===== config.mk =====
export PLATFORM = sky130hd
export DESIGN_NAME = gpio_chg_port
export DESIGN_NICKNAME = d
export VERILOG_FILES = /design/src/rtl/gpio_chg_port.sv
export SDC_FILE = /design/constraint.sdc
export NUM_CORES = 1
export LEC_CHECK = 0
export BUFFER_PORTS_ARGS = -buffer_cell sky130_fd_sc_hd__buf_2
export CAP_MARGIN = 10
export CORE_AREA = 2 2 102 104
export CTS_CLUSTER_DIAMETER = 80
export DETAILED_ROUTE_END_ITERATION = 7
export DIE_AREA = 0 0 104 106
export PLACE_DENSITY = 0.45
export SLEW_MARGIN = 20
export SYNTH_ARGS = -nofsm -noshare
export SYNTH_HDL_FRONTEND = slang
export SYNTH_SLANG_ARGS = --single-unit

===== constraint.sdc =====
create_clock -name clk -period 1.3 [get_ports clk]
set_clock_uncertainty 0.05 [all_clocks]
set_input_delay 0.325 -clock clk [delete_from_list [all_inputs] [get_ports clk]]
set_output_delay 0.325 -clock clk [all_outputs]
set_load 0.02 [all_outputs]

===== src/rtl/gpio_chg_port.sv =====
module gpio_chg_port #(
  parameter int NPIN        = 8,
  parameter int MODEM_LSB   = 4,
  parameter int SYNC_STAGES = 2
) (
  input  logic            clk,
  input  logic            rst_n,
  input  logic [1:0]      reg_addr,
  input  logic            reg_wr,
  input  logic            reg_rd,
  input  logic [NPIN-1:0] reg_wdata,
  output logic [NPIN-1:0] reg_rdata,
  input  logic [NPIN-1:0] pin_in,
  output logic [NPIN-1:0] pin_out,
  output logic [NPIN-1:0] pin_oe,
  input  logic            modem_mode,
  input  logic            modem_ie,
  output logic            irq
);
  localparam logic [NPIN-1:0] MODEM_MASK = {NPIN{1'b1}} << MODEM_LSB;

  logic [NPIN-1:0] dir_q, lat_q, ien_q, pend_q, prev_q;
  logic [NPIN-1:0] sync_q [SYNC_STAGES];
  logic [NPIN-1:0] pin_s, en_eff, chg;

  always_ff @(posedge clk or negedge rst_n)
    if (!rst_n) sync_q[0] <= '0;
    else        sync_q[0] <= pin_in;

  for (genvar i = 1; i < SYNC_STAGES; i++) begin : g_sync
    always_ff @(posedge clk or negedge rst_n)
      if (!rst_n) sync_q[i] <= '0;
      else        sync_q[i] <= sync_q[i-1];
  end

  assign pin_s = sync_q[SYNC_STAGES-1];

  wire wr_dir   = reg_wr && reg_addr == 2'd0;
  wire wr_state = reg_wr && reg_addr == 2'd1;
  wire wr_ien   = reg_wr && reg_addr == 2'd2;
  wire rd_state = reg_rd && reg_addr == 2'd1;

  assign en_eff = modem_mode ? ((ien_q & ~MODEM_MASK) | ({NPIN{modem_ie}} & MODEM_MASK))
                             : ien_q;
  assign chg    = (pin_s ^ prev_q) & ~dir_q & en_eff;

  always_ff @(posedge clk or negedge rst_n) begin
    if (!rst_n) begin
      dir_q     <= '0;
      lat_q     <= '0;
      ien_q     <= '0;
      pend_q    <= '0;
      prev_q    <= '0;
      reg_rdata <= '0;
    end else begin
      prev_q <= pin_s;
      if (wr_dir)   dir_q <= reg_wdata;
      if (wr_state) lat_q <= reg_wdata;
      if (wr_ien)   ien_q <= reg_wdata;
      if (wr_dir)        pend_q <= '0;
      else if (rd_state) pend_q <= chg;
      else               pend_q <= pend_q | chg;
      if (reg_rd) begin
        case (reg_addr)
          2'd0:    reg_rdata <= dir_q;
          2'd1:    reg_rdata <= pin_s;
          2'd2:    reg_rdata <= ien_q;
          default: reg_rdata <= '0;
        endcase
      end
    end
  end

  assign pin_oe  = dir_q;
  assign pin_out = lat_q;
  assign irq     = |pend_q;
endmodule


Word-level counts from Yosys, hierarchy flattened:

Cells that the tools add are included.

* register bits: 64
* input port bits: 24
* output and inout port bits: 25

* mux-type cells: 4
* eq/ne operators: 2
* bitwise operators: 6
* reductions and logical operators: 6

Operators by type and width (number)
* 2-to-1 mux 8 bit: 3
* one-hot mux 8 bit (3 select lines): 1
* bitwise AND 8 bit: 2
* NOT 8 bit: 1
* OR 4 x 8 -> 8 bit: 1
* OR 8 bit: 1
* OR reduction 8 bit: 1
* bitwise XOR 8 bit: 1
* logical AND 1 bit: 4
* == test 2 x 1 -> 1 bit (second input constant): 1
* == test 2 bit (second input constant): 1
* zero test 2 bit: 1

Logic depth before layout (Yosys ltp):

Gate-level depths: netlist (run 1).

* depth in word-level cells: 6
* depth in mapped cells: 4

Worst setup path before layout (run 1):

No wires, ideal clock.

* path kind: in2reg
* start: in reg_addr[1]
* end: reg lat_q[0] (netlist: pin_out[0])
* slack: 0.071 ns
* arrival: 1.055 ns
* stages on the path: 3
* library setup time: 0.125 ns
* cells stage by stage: buf_2 > nand3b_2 > mux2_2

* word-level cells in the longest chain between the ends: 2

Ends and longest elaborated chain
* start, declared: RTL line 8 `input logic [1:0] reg_addr,`
* == test 2 x 1 -> 1 bit: RTL line 39 `wire wr_state = reg_wr && reg_addr == 2'd1;`
* logical AND 1 bit: RTL line 39
* end signal, assigned: RTL line 58 `if (wr_state) lat_q <= reg_wdata;`
* end, declared: RTL line 22 `logic [NPIN-1:0] dir_q, lat_q, ien_q, pend_q, prev_q;`

Every way passes these cells.
A chain may end at the register's enable or synchronous reset.

Worst setup path after layout (run 1):

* start: reg pend_q[7]
* end: out irq

* word-level cells in the longest chain between the ends: 1

Ends and longest elaborated chain
* start, declared: RTL line 22
* start signal, assigned: RTL line 61 `else if (rd_state) pend_q <= chg;`
* start signal, assigned: RTL line 62 `else pend_q <= pend_q | chg;`
* OR reduction 8 bit: RTL line 76 `assign irq = |pend_q;`
* end, declared: RTL line 18 `output logic irq`

Every way passes these cells.

==> metrics.txt, run 1 <==
Final Util 0.3422; core area 0.01000 mm2; Pwr Total 5.660 mW; fill cell count 1041; Post-Layout Cell Count 398; post-synthesis register bit count 64; FP Rows 37; worst vdd ir 0.0006400 V; CP required 930 ps; final setup margin -344.2 ps; GR Overflow Total 0; CTS tree done; fin crit share 1.265; CTS Buffer Depth 2; status finished, violations left; IO Port Bufs 48; Initial Utilization 0.2430; Total Routing Usage GR 0.1094; critical path class reg -> out; Static Leakage 1.573 nW; antenna viol nets, final 0; vias in the first global route 1731; r2r worst-path depth 3; Clk Latency, worst-skew pair 350 ps; final hold vios 0; Placed Cells incl. Taps 371; Finish-stage setup viols 1; Min-Delay Path Class in -> reg; Worst Path Max Fanout 2; RSZ-0062 raised after global routing yes; Reg clk slew, reported paths 80 ps; first drt pass iteration count 4; Worst Tran Pin Value 355.1 ps; Layout area overhead 40.83%; wire per inst 14.10 um; Worst Hold Margin 28.13 ps; n_diodes 0; PD cells 1654 mW/mm2; # H-tree levels 3; DRC 0; startpoint class of the critical path flop; CP Launch Point pend_q[7]; cts bufs inserted 9; Top Ports 49; synthesized area per cell 13.50 um2; fin nets 281; Max Fclk 608.2 MHz; reg2reg setup slack 120 ps; Syn. warnings 0; min Tclk post-route 1644 ps; CP Capture Type primary output; Post-Syn Instances 180; root buf cell clkbuf_8; Detailed Place HPWL 3900 um; Vias per Instance 4.083; WP data arrival 1270 ps; FF-to-FF Start pin_oe[7]; DR iter-0 viols 61; via count 1625; Final Max Slew Viols 0; Yosys top cell area share 0.6591; initial antenna violation count 0; Placement Cell Area 0.002953 mm2; violated checks setup timing; routability cong. 0.7310; terminus of the critical flop-to-flop path pend_q[7]; max cap viols 0; die height 106 um; total wire length 5611 um; CTS sink cnt 64; Worst Setup EP irq; Syn Nets 204; share of cells above drive strength 1 0.4198; top post-synthesis cells by area dfrtp_1 (66%), mux2_2 (7.4%), mux2i_1 (4.9%); Netlist cell types 27; die area 0.01102 mm2; Synth area leader dfrtp_1; Cell Area, Synth 0.002430 mm2; fin area 0.003422 mm2; register area share after synthesis 0.6591; pin count of the biggest net entering global routing 65; Die Width 104 um; Max-Slew Margin vs Limit 0.7633; first-pass GRT wire length 9025 um
-- worst max-delay path, stage by stage, from the launching register on --
cell and delay [ps]:
dfrtp_1 390, nor4_2 270, nand2_1 120, buf_6 150
-- worst min-delay path by stage --
| stage | start | end | slack (ps) | cells after the start |
|---|---|---|---|---|
| 2_1_floorplan | rst_n | ien_q[0] | -20 | 0 |
| 3_3_place_gp | sync_q[15] | pin_s[7] | 280 | 0 |
| 3_5_place_dp | sync_q[14] | pin_s[6] | 290 | 0 |
| 4_1_cts | pin_in[7] | sync_q[15] | 9 | 1 |
| 5_1_grt | pin_in[7] | sync_q[15] | 0.8 | 1 |
| 6_report | pin_in[7] | sync_q[15] | 30 | 1 |
-- cell usage after synthesis, drive strengths merged --
cell and n:
a2bb2oi 4, nor3b 1, or3 4, nor4 2, mux2i 12, o21ai 4, nor2b 1, clkbuf 2
a31oi 4, a21oi 8, nor2 12, inv 4, xor2 4, nand2 14, dfrtp 64, mux2 20
a32oi 4, or2 4, buf 6, xnor2 4, nand3b 2
-- stage by stage --
step | setup slack [ps] | setup TNS (ps)
2_1_floorplan | 70.79 | 0
3_3_place_gp | -58.93 | -441.6
3_5_place_dp | -57.71 | -668.6
4_1_cts | -411.5 | -420.6
5_1_grt | -443.1 | -532.1
6_report | -344.2 | -344.2
-- what timing repair did --
| item | 4_1_cts | 5_1_grt |
|---|---|---|
| cloned | 0 | 0 |
| hold buffers | 1 | 0 |
| endpoints found under the hold margin | 64 | 0 |
| pin swaps | 1 | 2 |
| endpoints found under the setup margin | 9 | 19 |
| resized for setup | 7 | 33 |
| setup buffers | 6 | 4 |
-- per-layer routing --
layer	global-route usage	share of wire
met1	0.1336	0.46
met5	0	0
met2	0.1696	0.47
met4	0.04923	0.020
met3	0.04476	0.049
-- logic make-up (layout without fill, tap and decap cells) --
group / count (synthesis) / after routing / synth area share
AOI/OAI and AO/OA: 24 / 24 / 0.06385
xor gates and xnor gates: 8 / 8 / 0.02883
buffers and inverters: 12 / 94 / 0.02368
DFF: 64 / 64 / 0.6591
muxes: 32 / 32 / 0.1421
and+or+nand+nor: 40 / 40 / 0.08239
-- area by class of cell --
type                            count  area (um2)  area share
Inverter                            4       15.01    0.004388
Timing Repair Buffer               74       594.3      0.1737
Multi-Input combinational cell    104       788.3      0.2303
Tap cell                          136       170.2     0.04973
Clock buffer                       10       137.6     0.04022
Sequential cell                    64        1602      0.4680
Clock inverter                      6       115.1     0.03364
-- report_power, final --
| part | total [mW] | switching (mW) | internal (mW) |
|---|---|---|---|
| combinational | 1.06 | 0.493 | 0.568 |
| sequential | 2.47 | 0.196 | 2.27 |
| clock | 2.13 | 0.797 | 1.34 |
| total | 5.66 | 1.49 | 4.17 |
-- layout by cell type (no fill, tap or decap), drive strengths merged, types with 5 or more instances in the layout --
cell	synthesis	routed
a21oi	8	8
buf	6	73
clkbuf	2	10
dfrtp	64	64
inv	4	5
mux2	20	20
mux2i	12	12
nand2	14	14
nor2	12	12
-- state kept, by name, summed over array words and instances (netlist names) --
| name | count |
|---|---|
| ien_q | 8 |
| pend_q | 8 |
| pin_oe | 8 |
| pin_out | 8 |
| pin_s | 8 |
| prev_q | 8 |
| reg_rdata | 8 |
| sync_q | 8 |
No activity file was read; power rests on OpenSTA's default activity.
==> run 2, diff against run 1 <==
Settings changed: CELL_PAD_IN_SITES_DETAIL_PLACEMENT from default to 1, CELL_PAD_IN_SITES_GLOBAL_PLACEMENT from default to 1, PLACE_DENSITY 0.45 to 0.52.
==> run 2 against run 1 <==
Against the previous run:
- the flow still finishes with violations (setup timing)
- highest routed layer unchanged
- sequential power barely moved
- non-clock buffer count fell by 2
- setup slack got worse by 26 ps
==> metrics.txt, run 2 (same netlist as run 1, synthesis figures left out) <==
Worst Path Max Fanout 2 (unchanged); Hold EP sync_q[14]; max cap viols 0 (unchanged); Static Leakage 1.517 nW (-3.6%); # H-tree levels 3 (unchanged); worst vdd ir 0.0007527 V (+18%); Post-Layout Cell Count 397 (-0.25%); commonest non-fill, non-tap cell in the layout dfrtp_1; Total Routing Usage GR 0.1156 (+0.006176); root buf cell clkbuf_8; FF-to-FF Start pin_oe[6]; Finish-stage setup viols 1 (unchanged); violated checks setup timing; CTS Buffer Depth 2 (unchanged); Placed Cells incl. Taps 374 (+0.81%); antenna viol nets, final 0 (unchanged); Top Ports 49 (unchanged); Final Max Slew Viols 0 (unchanged); fin nets 279 (-0.71%); Initial Utilization 0.2430 (unchanged); pin count of the biggest net entering global routing 65 (unchanged); status finished, violations left; first drt pass iteration count 4 (unchanged); terminus of the critical flop-to-flop path pend_q[6]; Final Util 0.3286 (-0.01364); hold path depth 1 (unchanged); Worst Hold Margin 41.48 ps (+13.35 ps); r2r worst-path depth 3 (unchanged); most frequent cells in the layout dfrtp_1 (64), buf_2 (40), buf_4 (22); startpoint class of the critical path flop; Pwr Total 5.292 mW (-6.5%); share of cells above drive strength 1 0.4038 (-0.01600); total wire length 5969 um (+6.4%); routability cong. 0.7189 (-1.7%); RSZ-0062 raised after global routing yes; Clk Latency, worst-skew pair 330 ps (-20 ps); Worst Tran Pin Value 347.2 ps (-7.808 ps); Max-Slew Margin vs Limit 0.7685 (+0.005205); fin crit share 1.285 (+0.01989); CTS tree done; FP Rows 37 (unchanged); pre-CTS setup slack -90.71 ps (-33.00 ps); GR Overflow Total 0 (unchanged); DRC 0 (unchanged); Min-Delay Path Class in -> reg; Detailed Place HPWL 4185 um (+7.3%); DR iter-0 viols 35 (-43%); first-pass GRT wire length 9729 um (+7.8%); vias in the first global route 1788 (+3.3%); min Tclk post-route 1670 ps (+25.85 ps); die height 106 um (unchanged); PD cells 1611 mW/mm2 (-2.6%); Reg clk slew, reported paths 70 ps (about the same); Die Width 104 um (unchanged); wire per inst 15.04 um (+6.6%); WP data arrival 1300 ps (+30 ps); critical path class reg -> out; Layout area overhead 35.22%; min-delay src pin_in[6]; final hold vios 0 (unchanged); initial antenna violation count 1 (+1); CP required 930 ps (about the same); reg2reg setup slack 90 ps (-30 ps); Vias per Instance 4.131 (+1.2%); final setup margin -370.1 ps (-25.86 ps); IO Port Bufs 48 (unchanged); CTS sink cnt 64 (unchanged); Max Fclk 598.8 MHz (-1.5%); CP Capture Type primary output; cts bufs inserted 9 (unchanged); die area 0.01102 mm2 (unchanged); core area 0.01000 mm2 (unchanged); via count 1640 (+0.92%)
-- run 2: cell types whose count changed in the layout (fill, tap and decap cells not counted), sizes merged --
cell	change
buf	-2
bufinv	-1
clkbuf	+3
clkinvlp	-1
diode	+1
inv	-1
-- run 2: metrics by stage --
stage | instance area (um2) | TNS, ps
floorplan | 2430 | 0
finish | 3286 | -370.1
CTS | 3252 | -394.5
detailed placement | 2963 | -1515
global route | 3283 | -517.5
global placement | 2963 | -675.2
-- run 2: layout make-up --
class / instances / area (um2)
fillers: 1121 / 6714
multi-input cells: 104 / 788.3
inverters: 4 / 15.01
repair buffers: 72 / 494.2
well taps: 136 / 170.2
clock buffers: 13 / 148.9
flip-flops and latches: 64 / 1602
clock inverters: 3 / 65.06
diodes: 1 / 2.502
-- run 2: repair_timing --
| action | 4_1_cts | 5_1_grt |
|---|---|---|
| resized for setup | 7 | 10 |
| endpoints found under the hold margin | 64 | 0 |
| hold buffers | 1 | 0 |
| setup endpoints to repair | 8 | 8 |
| setup buffers | 5 | 0 |
-- run 2: how the worst max path moves through the flow --
stage	startpoint	to	slack [ps]	depth (start not counted)
detailed placement	reg_addr[1]	ien_q[2]	-90	4
CTS	pend_q[2]	irq	-390	3
global route	pend_q[2]	irq	-480	3
finish	pend_q[2]	irq	-370	3
floorplan	reg_addr[1]	pin_out[0]	70	3
global placement	pend_q[2]	irq	-70	3
-- run 2: critical path: stages, from the launching register on --
cell,delay [ps]
dfrtp_1,400
nor4_2,280
nand2_1,110
buf_2,170
-- run 2: power breakdown --
| group | leakage [nW] | internal, mW | total (mW) | switching [mW] |
|---|---|---|---|---|
| clock | 0.108 | 1.13 | 1.86 | 0.730 |
| sequential | 0.759 | 2.27 | 2.46 | 0.185 |
| combinational | 0.650 | 0.478 | 0.974 | 0.497 |
| total | 1.52 | 3.88 | 5.29 | 1.41 |
-- run 2: per-layer routing --
metal / up-vias / part of all wire / GRT usage / routed length (um)
met5: - / 0 / 0 / 0
met4: 0 / 0.0079 / 0.02606 / 47
met3: 6 / 0.055 / 0.04905 / 328
met2: 40 / 0.50 / 0.1889 / 2964
met1: 818 / 0.44 / 0.1426 / 2629
li1: 776 / - / - / -
==> run 3, diff against run 2 <==
Settings changed: BUFFER_PORTS_ARGS -buffer_cell sky130_fd_sc_hd__buf_2 to default, CORE_AREA 2 2 102 104 to 2 2 74 76, DIE_AREA 0 0 104 106 to 0 0 76 78, DONT_BUFFER_PORTS from default to 1, PLACE_DENSITY 0.52 to 0.77, REMOVE_ABC_BUFFERS from default to 1.
==> run 3 against run 2 <==
Against the previous run:
- the flow finishes with violations (hold timing, setup timing)
- maximum frequency is 5.3% higher
- first-iteration DRC count is 130% higher
- sequential share of layout area is 6.9 points higher
- power is 12% lower
- critical path type unchanged
- largest power group unchanged
- highest routed layer unchanged
==> metrics.txt, run 3 (same netlist as run 1, synthesis figures left out) <==
DR iter-0 viols 80 (+130%); first drt pass iteration count 4 (unchanged); Total Routing Usage GR 0.1936 (+0.07802); share of cells above drive strength 1 0.2441 (-0.1597); Min-Delay Path Class in -> async; Final Util 0.5707 (+0.2421); Critical-path top delay cell dfrtp_1; worst vdd ir 0.0008231 V (+9.4%); antenna viol nets, final 0 (unchanged); max cap viols 0 (unchanged); r2r worst-path depth 3 (unchanged); sequential fraction of design power 0.554 (+0.090); wire per inst 18.47 um (+23%); Detailed Place HPWL 3519 um (-16%); min Tclk post-route 1585 ps (-84.57 ps); Reg clk slew, reported paths 70 ps (about the same); DRC 0 (unchanged); most frequent cells in the layout dfrtp_1 (64), buf_4 (17), mux2_2 (16); fin crit share 1.220 (-0.06505); RSZ-0062 raised after global routing yes; cts bufs inserted 9 (unchanged); commonest non-fill, non-tap cell in the layout dfrtp_1; FF-to-FF Start pin_oe[4]; internal power 3.371 mW (-13%); clock network power share 0.310 (-0.042); Fin Setup TNS -285.5 ps (+84.57 ps); CP required 930 ps (about the same); Switch Pwr 1.311 mW (-7.1%); CP Capture Type primary output; fill cell count 504 (-55%); CP peak stage delay 410 ps (about the same); status finished, violations left; final setup margin -285.5 ps (+84.57 ps); PD cells 1627 mW/mm2 (+1.0%); WP data arrival 1210 ps (-90 ps); Finish-stage setup viols 1 (unchanged); Vias per Instance 5.261 (+27%); CP Launch Point pend_q[2]; Worst Hold Margin -377.1 ps (-418.6 ps); first-pass GRT wire length 8604 um (-12%); Layout area overhead 18.43%; Static Leakage 1.283 nW (-15%); core area 0.005042 mm2 (-50%); Worst Path Max Fanout 2 (unchanged); Net Sw Frac 0.2800 (+0.01331); GR Overflow Total 0 (unchanged); Top Ports 49 (unchanged); CTS Hold Buffers Added 8 (+7); root buf cell clkbuf_8; GR Util met2 0.3196 (+0.1307); # H-tree levels 3 (unchanged); terminus of the critical flop-to-flop path pend_q[4]; Worst Tran Pin Value 341.0 ps (-6.238 ps); met1 global-route usage 0.2201 (+0.07748); final hold vios 64 (+64); Placed Cells incl. Taps 252 (-33%); routability cong. 0.8057 (+12%); die area 0.005928 mm2 (-46%); Pwr Total 4.682 mW (-12%); Post-Layout Cell Count 283 (-29%); CP delay by family, top simple AND/OR/NAND/NOR gates; fin nets 232 (-17%); pin count of the biggest net entering global routing 65 (unchanged); Final Max Slew Viols 0 (unchanged); pre-CTS setup slack 50.87 ps (+141.6 ps); Max Fclk 630.7 MHz (+5.3%); CP cell instances nor4_2 -> nand2_2; M3 GR Usage 0.07907 (+0.03002); Die Width 76 um (-27%); violated checks hold timing, setup timing; Worst Setup EP irq; FP Rows 26 (-30%); CP Depth 2 (-1); initial antenna violation count 0 (-1); Buf/Inv on CP 0 (-1); total wire length 5226 um (-12%); critical path class reg -> out; vias in the first global route 1705 (-4.6%); Max-Slew Margin vs Limit 0.7720 (+0.003472); Clk Latency, worst-skew pair 330 ps (about the same); GR peak layer met2; startpoint class of the critical path flop; via count 1489 (-9.2%); Comb power frac 0.137 (-0.047); reg2reg setup slack 140 ps (+50 ps); CTS sink cnt 64 (unchanged); n_diodes 0 (-1); IO Port Bufs 0 (-100%); die height 78 um (-26%); CTS Buffer Depth 2 (unchanged); Initial Utilization 0.4819 (+0.2389); CTS tree done
-- run 3: layer usage --
metal / part of all wire / up-vias
met5: 0 / -
met4: 0.019 / 0
met3: 0.070 / 11
met2: 0.50 / 45
met1: 0.41 / 755
li1: - / 678
-- run 3: power groups by stage --
stage               Sequential (mW)  Combinational, mW  Clock, mW
floorplan                      2.60              0.337          0
global placement               2.60              0.504          0
detailed placement             2.62              0.537          0
CTS                            2.58              0.577       1.50
global route                   2.62              0.705       1.59
finish                         2.59              0.640       1.45
-- run 3: worst min-delay path by stage --
stage,startpoint,endpoint,slack [ps],depth (start not counted)
after floorplan,rst_n,ien_q[0],-20,0
after global placement,rst_n,pin_s[2],-20,0
after detailed placement,rst_n,pin_s[2],-20,0
after CTS,rst_n,pin_s[2],-390,0
after global routing,rst_n,pend_q[1],-400,0
final,rst_n,pin_out[2],-380,0
-- run 3: what timing repair did --
item / 4_1_cts / 5_1_grt
endpoints found under the setup margin: 3 / 6
gates resized for setup: 0 / 4
endpoints found under the hold margin: 72 / 64
buffers inserted: 2 / 5
pin swaps: 3 / 2
-- run 3: area by class of cell --
class / count / area, um2 / area share
Inverter: 4 / 15.01 / 0.005217
Clock inverter: 3 / 17.52 / 0.006087
Sequential cell: 64 / 1602 / 0.5565
Clock buffer: 13 / 148.9 / 0.05174
Tap cell: 70 / 87.58 / 0.03043
Multi-Input combinational cell: 104 / 799.5 / 0.2778
Timing Repair Buffer: 25 / 207.7 / 0.07217
-- run 3: stage by stage --
stage               hold WS [ps]  cell area (um2)
floorplan                 -20.59             2387
global route              -398.8             2878
detailed placement        -19.00             2555
global placement          -18.82             2555
CTS                       -390.0             2816
finish                    -377.1             2878
